## src/rtl/prd_pkg.sv

```systemverilog
package prd_pkg;

    typedef enum logic [1:0] {
        PH_HOLD = 2'd0,
        PH_WARM = 2'd1,
        PH_RUN  = 2'd2
    } phase_t;

    typedef enum logic [1:0] {
        REF_FAST = 2'd0,
        REF_MID  = 2'd1,
        REF_SLOW = 2'd2,
        REF_NONE = 2'd3
    } ref_t;

    // Hold codes and unsupported codes both map to REF_NONE.
    function automatic ref_t decode_ref(input logic [2:0] code);
        case (code)
            3'b000:  return REF_FAST;
            3'b001:  return REF_MID;
            3'b010:  return REF_SLOW;
            default: return REF_NONE;
        endcase
    endfunction

endpackage

```

## src/rtl/prd_prescaler.sv

```systemverilog
module prd_prescaler
    import prd_pkg::*;
#(
    parameter int FAST_LOG2 = 7,
    parameter int MID_LOG2  = 5
) (
    input  logic clk,
    input  logic rst_n,
    input  logic osc_en,
    input  logic run,
    input  ref_t mode,
    output logic base_tick
);

    localparam logic [FAST_LOG2-1:0] MID_MASK = FAST_LOG2'((1 << MID_LOG2) - 1);

    logic [FAST_LOG2-1:0] cnt_q;
    logic                 match;

    always_comb begin
        unique case (mode)
            REF_FAST: match = &cnt_q;
            REF_MID:  match = ((cnt_q & MID_MASK) == MID_MASK);
            REF_SLOW: match = 1'b1;
            default:  match = 1'b0;
        endcase
    end

    assign base_tick = run & osc_en & match;

    always_ff @(posedge clk or negedge rst_n) begin
        if (!rst_n) begin
            cnt_q <= '0;
        end else if (!run) begin
            cnt_q <= '0;
        end else if (osc_en) begin
            cnt_q <= cnt_q + FAST_LOG2'(1);
        end
    end

endmodule

```

## src/rtl/prd_chain.sv

```systemverilog
module prd_chain #(
    parameter int STAGES = 15
) (
    input  logic              clk,
    input  logic              rst_n,
    input  logic              load,
    input  logic              step,
    output logic [STAGES-2:0] chain_lo,
    output logic [STAGES-2:0] rise_lo,
    output logic              wrap
);

    // Preset to half span: the first wrap comes half a second after release.
    localparam logic [STAGES-1:0] PRESET = STAGES'(1) << (STAGES - 1);

    logic [STAGES-1:0] chain_q;
    logic [STAGES-1:0] nxt;

    assign nxt      = chain_q + STAGES'(1);
    assign chain_lo = chain_q[STAGES-2:0];
    assign rise_lo  = step ? (nxt[STAGES-2:0] & ~chain_q[STAGES-2:0]) : '0;
    assign wrap     = step & (&chain_q);

    always_ff @(posedge clk or negedge rst_n) begin
        if (!rst_n) begin
            chain_q <= PRESET;
        end else if (load) begin
            chain_q <= PRESET;
        end else if (step) begin
            chain_q <= nxt;
        end
    end

endmodule

```

## src/rtl/prd_tap_mux.sv

```systemverilog
module prd_tap_mux #(
    parameter int STAGES = 15,
    parameter int RATE_W = 4
) (
    input  logic [RATE_W-1:0] rate,
    input  logic [STAGES-2:0] chain_lo,
    input  logic [STAGES-2:0] rise_lo,
    input  logic              step,
    output logic              pf_set,
    output logic              level
);

    localparam int CODES = 1 << RATE_W;

    logic [CODES-1:0] set_by_code;
    logic [CODES-1:0] lvl_by_code;

    assign set_by_code[0] = 1'b0;
    assign lvl_by_code[0] = 1'b0;
    assign set_by_code[1] = step;
    assign lvl_by_code[1] = chain_lo[0];

    for (genvar g = 2; g < CODES; g++) begin : g_tap
        localparam int BIT = ((g - 2) > (STAGES - 2)) ? (STAGES - 2) : (g - 2);
        assign set_by_code[g] = rise_lo[BIT];
        assign lvl_by_code[g] = chain_lo[BIT];
    end

    assign pf_set = set_by_code[rate];
    assign level  = lvl_by_code[rate];

endmodule

```

## src/rtl/periodic_rate_divider.sv

```systemverilog
module periodic_rate_divider
    import prd_pkg::*;
#(
    parameter int STAGES    = 15,
    parameter int FAST_LOG2 = 7,
    parameter int MID_LOG2  = 5,
    parameter int RATE_W    = 4
) (
    input  logic              clk,
    input  logic              rst_n,
    input  logic              osc_en,
    input  logic [2:0]        div_ctl,
    input  logic [RATE_W-1:0] rate_sel,
    input  logic              pie_en,
    input  logic              sqw_en,
    input  logic              pf_clr,
    output logic              pf_flag,
    output logic              irq_pend,
    output logic              sqw_out,
    output logic              sec_tick
);

    phase_t phase_q;
    phase_t phase_d;
    ref_t   ref_mode;
    logic   code_ok;
    logic   run;
    logic   chain_load;
    logic   base_tick;
    logic   sec_set;
    logic   pf_set;
    logic   tap_level;
    logic   pin_en;
    logic   pf_q;
    logic   sqw_q;
    logic   sec_q;

    logic [STAGES-2:0] chain_lo;
    logic [STAGES-2:0] rise_lo;

    assign ref_mode = decode_ref(div_ctl);
    assign code_ok  = (ref_mode != REF_NONE);

    // State register
    always_ff @(posedge clk or negedge rst_n) begin
        if (!rst_n) begin
            phase_q <= PH_HOLD;
        end else begin
            phase_q <= phase_d;
        end
    end

    // Next-state logic
    always_comb begin
        phase_d = phase_q;
        unique case (phase_q)
            PH_HOLD: if (code_ok) phase_d = PH_WARM;
            PH_WARM: begin
                if (!code_ok)     phase_d = PH_HOLD;
                else if (sec_set) phase_d = PH_RUN;
            end
            PH_RUN:  if (!code_ok) phase_d = PH_HOLD;
            default: phase_d = PH_HOLD;
        endcase
    end

    // Outputs of the phase machine
    always_comb begin
        run        = code_ok && (phase_q != PH_HOLD);
        chain_load = !run;
        pin_en     = sqw_en && (rate_sel != '0);
    end

    prd_prescaler #(
        .FAST_LOG2 (FAST_LOG2),
        .MID_LOG2  (MID_LOG2)
    ) u_pre (
        .clk       (clk),
        .rst_n     (rst_n),
        .osc_en    (osc_en),
        .run       (run),
        .mode      (ref_mode),
        .base_tick (base_tick)
    );

    prd_chain #(
        .STAGES (STAGES)
    ) u_chain (
        .clk      (clk),
        .rst_n    (rst_n),
        .load     (chain_load),
        .step     (base_tick),
        .chain_lo (chain_lo),
        .rise_lo  (rise_lo),
        .wrap     (sec_set)
    );

    prd_tap_mux #(
        .STAGES (STAGES),
        .RATE_W (RATE_W)
    ) u_tap (
        .rate     (rate_sel),
        .chain_lo (chain_lo),
        .rise_lo  (rise_lo),
        .step     (base_tick),
        .pf_set   (pf_set),
        .level    (tap_level)
    );

    always_ff @(posedge clk or negedge rst_n) begin
        if (!rst_n) begin
            pf_q  <= 1'b0;
            sqw_q <= 1'b0;
            sec_q <= 1'b0;
        end else begin
            pf_q  <= pf_set | (pf_q & ~pf_clr);
            sqw_q <= pin_en & tap_level;
            sec_q <= sec_set;
        end
    end

    assign pf_flag  = pf_q;
    assign irq_pend = pf_q & pie_en;
    assign sqw_out  = sqw_q;
    assign sec_tick = sec_q;

endmodule

```

## config.mk

```make
export PLATFORM = sky130hd
export DESIGN_NAME = periodic_rate_divider
export DESIGN_NICKNAME = d
export VERILOG_FILES = /design/src/rtl/prd_pkg.sv /design/src/rtl/prd_prescaler.sv /design/src/rtl/prd_chain.sv /design/src/rtl/prd_tap_mux.sv /design/src/rtl/periodic_rate_divider.sv
export SDC_FILE = /design/constraint.sdc
export NUM_CORES = 1
export LEC_CHECK = 0
export ABC_AREA = 1
export BUFFER_PORTS_ARGS = -buffer_cell sky130_fd_sc_hd__buf_2
export CAP_MARGIN = 5
export CORE_MARGIN = 2
export CORE_UTILIZATION = 50
export CTS_CLUSTER_DIAMETER = 40
export CTS_CLUSTER_SIZE = 16
export DETAILED_ROUTE_END_ITERATION = 8
export GPL_TIMING_DRIVEN = 0
export PLACE_DENSITY = 0.68
export SLEW_MARGIN = 20
export SYNTH_ARGS = -nofsm -noshare
export SYNTH_HDL_FRONTEND = slang
export SYNTH_HIERARCHICAL = 1
export SYNTH_SLANG_ARGS = --single-unit
export TNS_END_PERCENT = 1
```

## constraint.sdc

```tcl
create_clock -name clk -period 3.2 [get_ports clk]
set_clock_uncertainty 0.15 [all_clocks]
set_input_delay 0.64 -clock clk [delete_from_list [all_inputs] [get_ports clk]]
set_output_delay 0.64 -clock clk [all_outputs]
set_load 0.02 [all_outputs]
```

==> run_results.csv <==
group,metric,value,unit
run_status,status,"completed",
sta,max_freq,0.364,GHz
routing,drt-pass1-iter-count,4,
routing,routed_wl,4.10,mm
sta,hold_violations,0,
routing,antenna_left,0,
sta,fin_crit_sh,0.859,
floorplan,core_area,4090,sq um
synth,ys_ff_latch,27,
layout,synthToLayoutAreaGrowth,8.62,%
worst_setup_path,start_kind,"flop",
sta,finalMaxSlewViolations,0,
worst_setup_path,critPathMaxStageDelay,0.42,ns
layout,fill_cells,390,
routing,wl_met2,1.84,mm
pwr,p_per_area,269,nW/um^2
cts,cts_hold_buf,0,
layout,antenna_cells,0,
sta,rsz0062_at_grt,"no",
worst_setup_path,end_kind,"flop",
floorplan,die_h,70.0,um
cts,numCtsBuffers,3,
cts,post_cts_resized,0,
placed_design,dpl.hpwl,3.16,mm
cts,root_buffer,"clkbuf_8",
layout,fin_nets,362,
worst_setup_path,startpoint,"u_pre/cnt_q[0]",
sta,slew_headroom,0.572,
synth,syn-cell-area,2180,sq um
sta,max_slew.worst_pin.slew,0.642,ns
layout,fin_area,2360,sq um
synth,syn_avg_cell_area,6.98,sq um
floorplan,die_w,70.0,um
worst_setup_path,crit_chain,"ha_1, inv_1, nor2_2, ha_1, inv_1, o21ai_0, nand2_1, a21oi_1, buf_4, buf_2, nand2_1, inv_1, inv_1, nand2_1, nand3_1, nand3_1, nand3_1, nand2_1, o21bai_1",
pwr,peakVddDrop,0.181,mV
routing,drt-wirelength-per-cell,10.7,um
layout,regArea,677,sq um
worst_setup_path,critPathKind,"reg2reg",
floorplan,start_util,0.533,
cts,cts_setup_buffers,0,
sta,setup-tns-final,0,ns
layout,final_common_cell,"inv_1",
routing,dr_wl_met3,131,um
pwr,p_leak,1.27,nW
grt,grt_max_degree,28,
worst_setup_path,crit_fanout,10,
cts,cts_tree,"yes",
routing,vias_per_cell,4.73,
synth,syn_nets,341,
cts,cts_sinks,27,
cts,path_clk_slew,0.10,ns
routing,num_vias,1807,
grt,antenna_found_initial,0,
layout,layoutNonFillerInstCount,382,
floorplan,std_cell_rows,23,
sta,setup_viol,0,
synth,seq_area_frac_synth,0.311,
routing,drtIter0Drc,77,
layout,layout_common_cells,"74 x inv_1, 61 x nand2_1, 36 x nand3_1",
cts,ctsLongestPathBuffers,2,
hold_path,hold_class,"in2async",
synth,yosysUniqueCellTypes,25,
worst_setup_path,crit_path_top_delay_cell,"dfrtp_1",
synth,yosysWarnings,6,
synth,postSynthCellCount,312,
placed_design,place_inst,378,
grt,grt_pass1_vias,1678,
grt,grt_pass1_wl,7.29,mm
grt,grt_use_total,0.179,
cts,h-tree-depth,1,
cts,clk_latency,0.27,ns
floorplan,io_pins,17,
grt,grt_overflow,0,
placed_design,place_congestion,0.758,
layout,multi_input_area,1030,sq um
layout,drive_above_1_share,0.211,
routing,routed.top_layer,"met4",
placed_design,place_area,2320,sq um
worst_setup_path,critical_path_required,3.25,ns
placed_design,numPortBuffers,16,
routing,wl_met1,2.05,mm
worst_setup_path,r2r_start,"u_pre/cnt_q[0]",
sta,fin_crit,2.75,ns
floorplan,dieArea,4900,sq um
worst_setup_path,arrival,2.80,ns
routing,remaining_drc_errors,0,
flow_run,max_cap_violations,0,
[per-layer routing]
layer / track usage / vias to the layer above
met2: 0.302 / 33
met1: 0.238 / 787
met3: 0.0216 / 6
met5: 0 / -
li1: - / 981
met4: 0.0577 / 0
[worst max-delay path: cells and delay by family, from the launching register on]
| kind | cells | cell delay [ns] |
|---|---|---|
| AND/OR/NAND/NOR | 8 | 0.65 |
| adder cells (fa/ha/maj) | 2 | 0.38 |
| AO/OA/AOI/OAI | 3 | 0.45 |
| buffers and inverters | 6 | 0.63 |
| flip-flops | 1 | 0.42 |
[registers in the layout, summed over array words and instances (netlist names)]
name and count:
sec_tick 1, pf_flag 1, u_pre/cnt_q 7, u_chain/chain_q 15
phase_q 2, sqw_out 1
[worst paths after layout]
path                       cells past startpoint  slack, ns                  end
setup / recovery                              19       0.45              pf_flag
hold / removal                                 1       0.23              pf_flag
setup reg to reg                              19       0.45              pf_flag
hold reg to reg                                2       0.36  u_chain/chain_q[14]
max in group asynchronous                      1       2.25   u_chain/chain_q[7]
min in group clk                               2       0.36  u_chain/chain_q[14]
[per-stage QoR]
stage                     setup WS [ns]   util  hold slack (ns)  total power, mW
final                             0.453  0.579            0.228            0.635
after global routing              0.155  0.579            0.285            0.667
after CTS                         0.425  0.579            0.257            0.647
after detailed placement          0.181  0.568            0.334            0.447
after global placement            0.177  0.568            0.323            0.446
after floorplan                   0.758      -            0.194            0.415
[power by group]
part / internal (mW) / total, mW / switching, mW
Sequential: 0.345 / 0.349 / 0.00347
Clock: 0.0892 / 0.196 / 0.107
Combinational: 0.0332 / 0.0903 / 0.0570
[cells by family (layout without fill, tap and decap cells)]
| group | count (synthesis) | count (layout) | synth area share |
|---|---|---|---|
| compound gates | 27 | 27 | 0.0741 |
| fa+ha+maj | 16 | 16 | 0.0920 |
| simple gates | 141 | 141 | 0.305 |
| flops | 27 | 27 | 0.311 |
| buf+inv | 101 | 121 | 0.218 |
[Yosys cell counts (all sizes together)]
cell,number,area (sq um)
inv,79,299
nand2,75,317
nand3,37,190
dfrtp,26,651
buf,22,175
nor2,21,106
ha,16,200
o22ai,13,81.3
a21oi,6,30.0
o21ai,5,25.0
nand4,3,18.8
nor3,3,20.0
a22o,2,17.5
or2,2,12.5
dfstp,1,26.3
o21bai,1,7.51
[layout make-up]
class,instances,share of cell area
plain buffers,22,0.0741
multi-input cells,184,0.434
inverters,79,0.126
flip-flops and latches,27,0.286
clock buffers,4,0.0190
repair buffers,16,0.0339
well taps,50,0.0265
Power figures use the tool's default switching activity.
